$ cat config.mk
export PLATFORM = sky130hd
export DESIGN_NAME = wdog_keyed_top
export DESIGN_NICKNAME = d
export VERILOG_FILES = /design/src/rtl/wdog_pkg.sv /design/src/rtl/wdog_post_sync.sv /design/src/rtl/wdog_key_fsm.sv /design/src/rtl/wdog_counter.sv /design/src/rtl/wdog_keyed_top.sv
export SDC_FILE = /design/constraint.sdc
export NUM_CORES = 1
export LEC_CHECK = 0
export ABC_AREA = 0
export BUFFER_PORTS_ARGS = -buffer_cell sky130_fd_sc_hd__buf_4
export CORE_ASPECT_RATIO = 0.5
export CORE_MARGIN = 2
export CORE_UTILIZATION = 45
export CTS_CLUSTER_DIAMETER = 100
export DETAILED_ROUTE_END_ITERATION = 16
export PLACE_DENSITY = 0.72
export SYNTH_ARGS = -nofsm -noshare
export SYNTH_HDL_FRONTEND = slang
export SYNTH_SLANG_ARGS = --single-unit
$ cat constraint.sdc
create_clock -name clk -period 1.7 [get_ports clk]
set_clock_uncertainty 0.05 [all_clocks]
set_input_delay 0.17 -clock clk [delete_from_list [all_inputs] [get_ports clk]]
set_output_delay 0.17 -clock clk [all_outputs]
set_load 0.05 [all_outputs]
$ cat src/rtl/wdog_pkg.sv
package wdog_pkg;
  typedef enum logic {
    KEY_IDLE  = 1'b0,
    KEY_ARMED = 1'b1
  } key_state_e;

  localparam int unsigned OFS_CTRL  = 32'h48;
  localparam int unsigned OFS_STAT  = 32'h34;
  localparam int unsigned PEND_BIT  = 4;
  localparam int unsigned KEY_ARM   = 32'h0000_AAAA;
  localparam int unsigned KEY_STOP  = 32'h0000_5555;
endpackage

$ cat src/rtl/wdog_post_sync.sv
module wdog_post_sync #(
  parameter int DATA_W      = 32,
  parameter int SYNC_CYCLES = 4
) (
  input  logic              clk,
  input  logic              rst,
  input  logic              wr_req,
  input  logic [DATA_W-1:0] wr_data,
  output logic              busy,
  output logic              commit,
  output logic [DATA_W-1:0] commit_data,
  output logic [DATA_W-1:0] shadow
);
  localparam int PEND_W = $clog2(SYNC_CYCLES + 1);
  localparam logic [PEND_W-1:0] PEND_LOAD = PEND_W'(SYNC_CYCLES);
  localparam logic [PEND_W-1:0] PEND_LAST = PEND_W'(1);

  logic [PEND_W-1:0] pend_q;
  logic              accept;

  assign busy        = (pend_q != '0);
  assign accept      = wr_req && !busy;
  assign commit      = (pend_q == PEND_LAST);
  assign commit_data = shadow;

  always_ff @(posedge clk) begin
    if (rst) begin
      pend_q <= '0;
      shadow <= '0;
    end else if (accept) begin
      pend_q <= PEND_LOAD;
      shadow <= wr_data;
    end else if (busy) begin
      pend_q <= pend_q - PEND_LAST;
    end
  end
endmodule

$ cat src/rtl/wdog_key_fsm.sv
module wdog_key_fsm
  import wdog_pkg::*;
#(
  parameter int DATA_W = 32
) (
  input  logic              clk,
  input  logic              rst,
  input  logic              commit,
  input  logic [DATA_W-1:0] commit_data,
  output logic              run_en
);
  localparam logic [DATA_W-1:0] ARM_V  = DATA_W'(KEY_ARM);
  localparam logic [DATA_W-1:0] STOP_V = DATA_W'(KEY_STOP);

  key_state_e state_q;

  always_ff @(posedge clk) begin
    if (rst) begin
      state_q <= KEY_IDLE;
      run_en  <= 1'b1;
    end else if (commit) begin
      if (commit_data == ARM_V) begin
        state_q <= KEY_ARMED;
      end else begin
        state_q <= KEY_IDLE;
        if (commit_data == STOP_V && state_q == KEY_ARMED) begin
          run_en <= 1'b0;
        end
      end
    end
  end
endmodule

$ cat src/rtl/wdog_counter.sv
module wdog_counter #(
  parameter int CNT_W  = 16,
  parameter int RELOAD = 0
) (
  input  logic             clk,
  input  logic             rst,
  input  logic             run_en,
  output logic [CNT_W-1:0] cnt,
  output logic             expire
);
  localparam logic [CNT_W-1:0] RELOAD_V = CNT_W'(RELOAD);
  localparam logic [CNT_W-1:0] ONE_V    = CNT_W'(1);

  always_ff @(posedge clk) begin
    if (rst) begin
      cnt    <= RELOAD_V;
      expire <= 1'b0;
    end else if (run_en) begin
      if (&cnt) begin
        cnt    <= RELOAD_V;
        expire <= 1'b1;
      end else begin
        cnt    <= cnt + ONE_V;
        expire <= 1'b0;
      end
    end else begin
      expire <= 1'b0;
    end
  end
endmodule

$ cat src/rtl/wdog_keyed_top.sv
module wdog_keyed_top
  import wdog_pkg::*;
#(
  parameter int ADDR_W      = 8,
  parameter int DATA_W      = 32,
  parameter int CNT_W       = 16,
  parameter int RELOAD      = 0,
  parameter int SYNC_CYCLES = 4
) (
  input  logic              clk,
  input  logic              rst,
  input  logic [ADDR_W-1:0] bus_addr,
  input  logic              bus_wr,
  input  logic              bus_rd,
  input  logic [DATA_W-1:0] bus_wdata,
  output logic [DATA_W-1:0] bus_rdata,
  output logic              bus_ready,
  output logic              wdt_reset_req
);
  localparam logic [ADDR_W-1:0] CTRL_A = ADDR_W'(OFS_CTRL);
  localparam logic [ADDR_W-1:0] STAT_A = ADDR_W'(OFS_STAT);

  logic              ctrl_hit;
  logic              busy;
  logic              commit;
  logic [DATA_W-1:0] commit_data;
  logic [DATA_W-1:0] ctrl_shadow;
  logic              run_en;
  logic [CNT_W-1:0]  cnt;
  logic [DATA_W-1:0] stat_word;

  assign ctrl_hit = bus_wr && (bus_addr == CTRL_A);

  wdog_post_sync #(.DATA_W(DATA_W), .SYNC_CYCLES(SYNC_CYCLES)) u_sync (
    .clk(clk), .rst(rst), .wr_req(ctrl_hit), .wr_data(bus_wdata),
    .busy(busy), .commit(commit), .commit_data(commit_data), .shadow(ctrl_shadow)
  );

  wdog_key_fsm #(.DATA_W(DATA_W)) u_fsm (
    .clk(clk), .rst(rst), .commit(commit), .commit_data(commit_data), .run_en(run_en)
  );

  wdog_counter #(.CNT_W(CNT_W), .RELOAD(RELOAD)) u_cnt (
    .clk(clk), .rst(rst), .run_en(run_en), .cnt(cnt), .expire(wdt_reset_req)
  );

  always_comb begin
    stat_word           = '0;
    stat_word[PEND_BIT] = busy;
  end

  always_ff @(posedge clk) begin
    if (rst) begin
      bus_rdata <= '0;
      bus_ready <= 1'b0;
    end else begin
      bus_ready <= bus_wr || bus_rd;
      if (bus_addr == CTRL_A)      bus_rdata <= ctrl_shadow;
      else if (bus_addr == STAT_A) bus_rdata <= stat_word;
      else                         bus_rdata <= '0;
    end
  end
endmodule

==> results.md, run 1 <==
* Post-layout util at 65.5%
* TritonCTS Buffers at 9
* Layout cells sized above 1 at 29.0%
* IO Port Bufs at 77
* Via density at 5.05
* CP startpoint kind: register
* Detailed Routing Iterations Pass 1 at 5
* Worst-path cell chain: inv_2 -> ha_4 -> nor2b_4 -> buf_6 -> nand4_1 -> buf_6 -> clkbuf_16 -> nand2_1 -> a21oi_1
* N_diodes at 0
* Worst path slowest cell: dfxtp_1
* Comb power frac at 11.8%
* Ys flop type: dfxtp_1
* Clock Latency Late Sink at 0.35 ns
* Die width at 124 um
* Syn Nets at 399
* Fin crit share at 98.2%
* First-pass GRT wire length at 11,700 um
* Core Area at 6810 um2
* Worst Path Max Fanout at 8
* Worst setup EP type: register
* Commonest non-fill, non-tap cell in the layout: buf_4
* Async SR Flop Fraction at 0%
* Tmin final at 1.67 ns
* Mapped Area at 3220 um2
* Sequential area share after synthesis at 54.1%
* Status: complete, no violations
* I/O pins at 78
* CTS H-Tree Depth at 3
* DP Cell Count at 518
* # nets final at 495
* Seq pwr share at 45.4%
* Max-Cap Viols at 0
* Fin. max-slew vios at 0
* Synth Warn # at 0
* Die area at 7890 um2
* GRT Overall Usage at 19.6%
* Avg Cell Area, Syn at 9.18 um2
* Starting density of the core at 47.3%
* Final hold vios at 0
* Post-synth EDFFs at 0
* Wire per inst at 14.5 um
* Data required time of the worst path at 1.88 ns
* Final Cell Area at 4450 um2
* Bufs on Longest Clock Path at 2
* Global route overflow at 0
* Initial antenna violation count at 0
* DR iter-0 viols at 143
* Synthesized flop and latch total at 87
* CTS tree: done
* Register-to-register path setup slack at 0.03 ns
* Post-route DRC at 0
* Post-Syn Instances at 351
* Crit-path max cell delay at 0.32 ns
* Rows at 21
* Internal power at 3.54 mW
* Antenna Violating Nets Remaining at 0
* Critical Path Most Common Cell: buf_6
* Routed WL at 7860 um
* Via count at 2,749
* Chip height at 63.8 um
* Fin cells at 544
* Largest net degree at the start of global routing at 47
* Least-Margin Pin Slew at 0.353 ns
* Setup tns final at 0 ns
* Max VDD drop at 634 uV
* Most frequent cells in the layout: buf_4 (90), dfxtp_1 (87), nand2_1 (74)
* Vias in the first global route at 2,655
* WHS at 0.0188 ns
* Slew HR at 76.3%
* RePlAce Congestion at 0.801
* Leak at 1.77 nW
* CTS Root Cell: clkbuf_16
* F_max at 599 MHz
* Hold WC Path Type: input port to register
* Clock Sinks at 87
* Synth-to-layout area growth at 38.3%
* Final number of setup-violating endpoints at 0
* Arr. time, crit path at 1.85 ns
* Net switching power at 1.12 mW
* Clk pwr share at 42.8%
* Switching Share at 23.9%
* HPWL after DPL at 5080 um
* Power Dens Cells at 1050 nW/um2
* Placed cell area at 3970 um2
* Fillcell total at 532
* Synth unique cells at 44
* Crit Path Class: register to register
* Reg clk slew, reported paths at 0.06 ns
registers in the layout, indices dropped and copies added (netlist names):
signal              flops
bus_rdata              32
bus_ready               1
u_fsm.state_q           1
u_sync.pend_q           3
u_cnt.expire            1
u_cnt.cnt              16
u_fsm.run_en            1
u_sync.commit_data     32
cells by family (layout without fill, tap and decap cells):
| kind of cell | count (synthesis) | after routing | share of synthesized area, % |
|---|---|---|---|
| compound gates | 44 | 44 | 7.69 |
| flops | 87 | 87 | 54.1 |
| fa+ha+maj | 4 | 4 | 1.55 |
| simple gates | 178 | 178 | 28.8 |
| mux | 2 | 2 | 0.660 |
| buf+inv | 23 | 124 | 3.65 |
| xor+xnor | 13 | 13 | 3.54 |
area by class of cell:
class                   instances  area [um2]  share of cell area [%]
clock buffers                   9         225                    5.06
clock inverters                 7        80.1                    1.80
inverters                       6        22.5                   0.506
multi-input cells             241        1400                    31.3
flip-flops and latches         87        1740                    39.1
well taps                      92         115                    2.58
repair buffers                102         875                    19.6
metal layers:
metal,vias up,GRT usage (%),share of wire [%]
li1,1375,-,-
met1,1295,21.9,41
met2,65,34.1,51
met3,14,6.88,6.3
met4,0,8.10,1.7
met5,-,0,0
synth_stat cells (all sizes together), types with 5 or more instances:
| cell | count | area [um2] |
|---|---|---|
| a21oi | 35 | 175 |
| and2 | 31 | 195 |
| buf | 10 | 68.8 |
| clkbuf | 7 | 26.3 |
| dfxtp | 87 | 1740 |
| inv | 6 | 22.5 |
| nand2 | 75 | 284 |
| nand4 | 8 | 50.1 |
| nor2 | 23 | 86.3 |
| nor3 | 6 | 35.0 |
| nor4 | 10 | 62.6 |
| nor4bb | 5 | 50.1 |
| xnor2 | 10 | 87.6 |
per-stage QoR:
step / worst slack (ns) / power, mW
floorplan: 0.0562 / 2.36
global placement: 0.0780 / 2.53
detailed placement: -0.0184 / 2.56
CTS: 0.0101 / 4.57
global route: -0.0604 / 4.84
finish: 0.0308 / 4.66
worst paths after layout:
path	from	to	cells after the start
max reg2reg	u_sync.pend_q[0]	u_sync.commit_data[13]	9
min reg2reg	u_sync.commit_data[19]	u_sync.commit_data[19]	2
min	bus_wdata[14]	u_sync.commit_data[14]	3
max	u_sync.pend_q[0]	u_sync.commit_data[13]	9
repair_timing:
item                                   in CTS  in global routing
endpoints found under the hold margin       1                  0
resized for setup                           3                 13
setup buffers                               0                  5
hold buffers                                2                  0
pin swaps                                   0                  3
setup endpoints to repair                  31                 47
cloned                                      0                  3
power by group through the flow:
stage / sequential [mW] / combinational (mW) / clock, mW
global placement: 2.15 / 0.380 / 0
floorplan: 2.15 / 0.206 / 0
CTS: 2.11 / 0.420 / 2.04
detailed placement: 2.15 / 0.409 / 0
finish: 2.12 / 0.548 / 2.00
global route: 2.12 / 0.607 / 2.12
critical path, delay by kind of cell (launching register included):
kind,cells,cell delay (ns)
AO/OA/AOI/OAI,1,0.07
adder cells (fa/ha/maj),1,0.14
buffers and inverters,4,0.58
flip-flops,1,0.32
AND/OR/NAND/NOR,3,0.39
(Power assumes the default switching activity.)
==> run 2: changes to the inputs <==
REMOVE_ABC_BUFFERS = 1   (was unset)
==> run 2 against run 1 <==
Compared with the run above:
- global-route usage down 0.69 points
- design area down 2.3%
- maximum frequency up 3.0%
- via count down 1.7%
- clock power up 5%
- highest routed layer unchanged
- hold slack worse by 0.010 ns
- core utilization down 1.5 points
- wire length down 6.9%
- die area unchanged
- first-iteration DRC count down 11%
==> results.md, run 2 (synthesis results as in run 1) <==
* Status: complete, no violations
* Detailed Routing Iterations Pass 1 at 4 (-1)
* F_max at 617 MHz (+3.0%)
* Post-route DRC at 0 (unchanged)
* Comb power frac at 9.1% (-2.7 points)
* Synth-to-layout area growth at 35.1%
* Fin worst setup slack at 0.0789 ns (+0.0482 ns)
* Largest net degree at the start of global routing at 33 (-30%)
* Switching Share at 21.9% (-2.0 points)
* N_diodes at 0 (unchanged)
* Bufs and invs on worst path at 2 (-2)
* Clock Latency Late Sink at 0.34 ns (about the same)
* Multi-input combinational cell area at 1380 um2 (-0.81%)
* Worst setup EP type: register
* Fin crit share at 95.4% (-2.8 points)
* Rows at 21 (unchanged)
* Crit Path Class: register to register
* CTS tree: done
* Fin. max-slew vios at 0 (unchanged)
* Core Area at 6810 um2 (unchanged)
* Crit-path max cell delay at 0.33 ns (about the same)
* Slew HR at 69.5% (-6.7 points)
* Global route overflow at 0 (unchanged)
* IO Port Bufs at 77 (unchanged)
* RePlAce Congestion at 0.753 (-6.0%)
* Die area at 7890 um2 (unchanged)
* Clk pwr share at 45.3% (+2.5 points)
* Antenna Violating Nets Remaining at 0 (unchanged)
* First-pass GRT wire length at 11,400 um (-3.0%)
* CP startpoint kind: register
* Routed WL at 7320 um (-6.9%)
* Seq pwr share at 45.6% (+0.2 points)
* Worst path slowest cell: dfxtp_1
* CP delay by family, top: simple AND/OR/NAND/NOR gates
* Chip height at 63.8 um (unchanged)
* DR iter-0 viols at 127 (-11%)
* Bufs on Longest Clock Path at 2 (unchanged)
* CTS Root Cell: clkbuf_16
* Via density at 5.04 (-0.24%)
* Final hold vios at 0 (unchanged)
* I/O pins at 78 (unchanged)
* Data required time of the worst path at 1.92 ns (+0.04 ns)
* Leak at 1.72 nW (-3.1%)
* Layout cells sized above 1 at 27.0% (-2.0 points)
* Commonest non-fill, non-tap cell in the layout: buf_4
* Least-Margin Pin Slew at 0.453 ns (+0.0998 ns)
* Initial antenna violation count at 0 (unchanged)
* Arr. time, crit path at 1.84 ns (about the same)
* Final number of setup-violating endpoints at 0 (unchanged)
* Starting density of the core at 47.3% (unchanged)
* # nets final at 487 (-1.6%)
* Die width at 124 um (unchanged)
* DP Cell Count at 518 (unchanged)
* Internal power at 3.63 mW (+2.3%)
* Max-Cap Viols at 0 (unchanged)
* Via count at 2,702 (-1.7%)
* Net switching power at 1.02 mW (-8.6%)
* Reg clk slew, reported paths at 0.06 ns (about the same)
* Sequential cell area at 1740 um2 (unchanged)
* Fin cells at 536 (-1.5%)
* Fillcell total at 569 (+7.0%)
* Dpl ws at 0.0161 ns (+0.0345 ns)
* Power Dens Cells at 1070 nW/um2 (+2.1%)
* Worst-path cell chain: inv_1 -> ha_1 -> nor2b_4 -> and4_4 -> clkbuf_16 -> nand2_1 -> a21oi_1
* HPWL after DPL at 5070 um (-0.31%)
* Tmin final at 1.62 ns (-0.0482 ns)
* Most frequent cells in the layout: buf_4 (89), dfxtp_1 (87), nand2_1 (74)
* Max VDD drop at 573 uV (-9.6%)
* Clock Sinks at 87 (unchanged)
* TritonCTS Buffers at 9 (unchanged)
* Hold WC Path Type: input port to register
* Post-CTS Setup Repair Bufs at 0 (unchanged)
* Worst Path Max Fanout at 16 (+8)
* Vias in the first global route at 2,651 (-0.15%)
* CTS H-Tree Depth at 3 (unchanged)
* Wire per inst at 13.7 um (-5.5%)
* GRT Overall Usage at 18.9% (-0.69 points)
run 2: cell types whose count changed in the layout (fill, tap and decap cells not counted), sizes merged:
| cell | before | now |
|---|---|---|
| dlygate4sd3 | 2 | 1 |
| clkbuf | 11 | 12 |
| inv | 8 | 6 |
| clkinv | 3 | 2 |
| bufinv | 1 | 2 |
| buf | 98 | 92 |
run 2: final timing paths:
kind,start,slack (ns),end,depth (start not counted)
worst min-delay path,bus_wr,0.009,bus_ready,3
worst max-delay path,u_sync.pend_q[0],0.08,u_sync.commit_data[2],7
worst max register to register,u_sync.pend_q[0],0.08,u_sync.commit_data[2],7
worst min register to register,u_sync.commit_data[30],0.42,u_sync.commit_data[30],2
run 2: metrics by stage:
| step | instance area [um2] | total power [mW] | utilization (%) | hold WS, ns | TNS [ns] |
|---|---|---|---|---|---|
| final | 4350 | 4.65 | 63.9 | 0.00863 | 0 |
| after global routing | 4350 | 4.82 | 63.9 | 0.0208 | -0.0691 |
| after CTS | 4310 | 4.65 | 63.3 | 0.00853 | 0 |
| after detailed placement | 3970 | 2.55 | 58.3 | 0.362 | 0 |
| after global placement | 3970 | 2.52 | 58.3 | 0.331 | 0 |
| after floorplan | 3130 | 2.34 | - | 0.189 | -10.76 |
run 2: worst register-to-register path, delay by kind of cell, from the launching register on:
kind | cells | cell delay [ns]
AO/OA/AOI/OAI | 1 | 0.13
adder cells (fa/ha/maj) | 1 | 0.21
AND/OR/NAND/NOR | 3 | 0.55
flip-flops | 1 | 0.33
buffers and inverters | 2 | 0.28
run 2: what timing repair did:
action | 4_1_cts | 5_1_grt
pin swaps | 0 | 1
gates cloned | 0 | 1
hold endpoints to repair | 1 | 0
hold buffers | 1 | 0
resized for setup | 1 | 5
setup endpoints to repair | 2 | 41
run 2: area by class of cell:
cell class,instances,area share (%)
Tap cell,92,2.65
Clock buffer,11,5.58
Multi-Input combinational cell,241,31.8
Clock inverter,5,1.87
Sequential cell,87,40.0
Timing Repair Buffer,94,17.5
Inverter,6,0.518
run 2: power by group through the flow:
stage / registers, mW / clock network, mW / logic (mW)
after floorplan: 2.15 / 0 / 0.190
after global placement: 2.15 / 0 / 0.366
after detailed placement: 2.15 / 0 / 0.395
after CTS: 2.11 / 2.14 / 0.403
after global routing: 2.12 / 2.24 / 0.464
final: 2.12 / 2.10 / 0.422
run 2: metal layers:
layer	vias up	track usage, %	share of wire, %
li1	1359	-	-
met1	1269	20.4	43
met2	62	33.3	51
met3	12	7.14	4.9
met4	0	7.95	1.5
met5	-	0	0
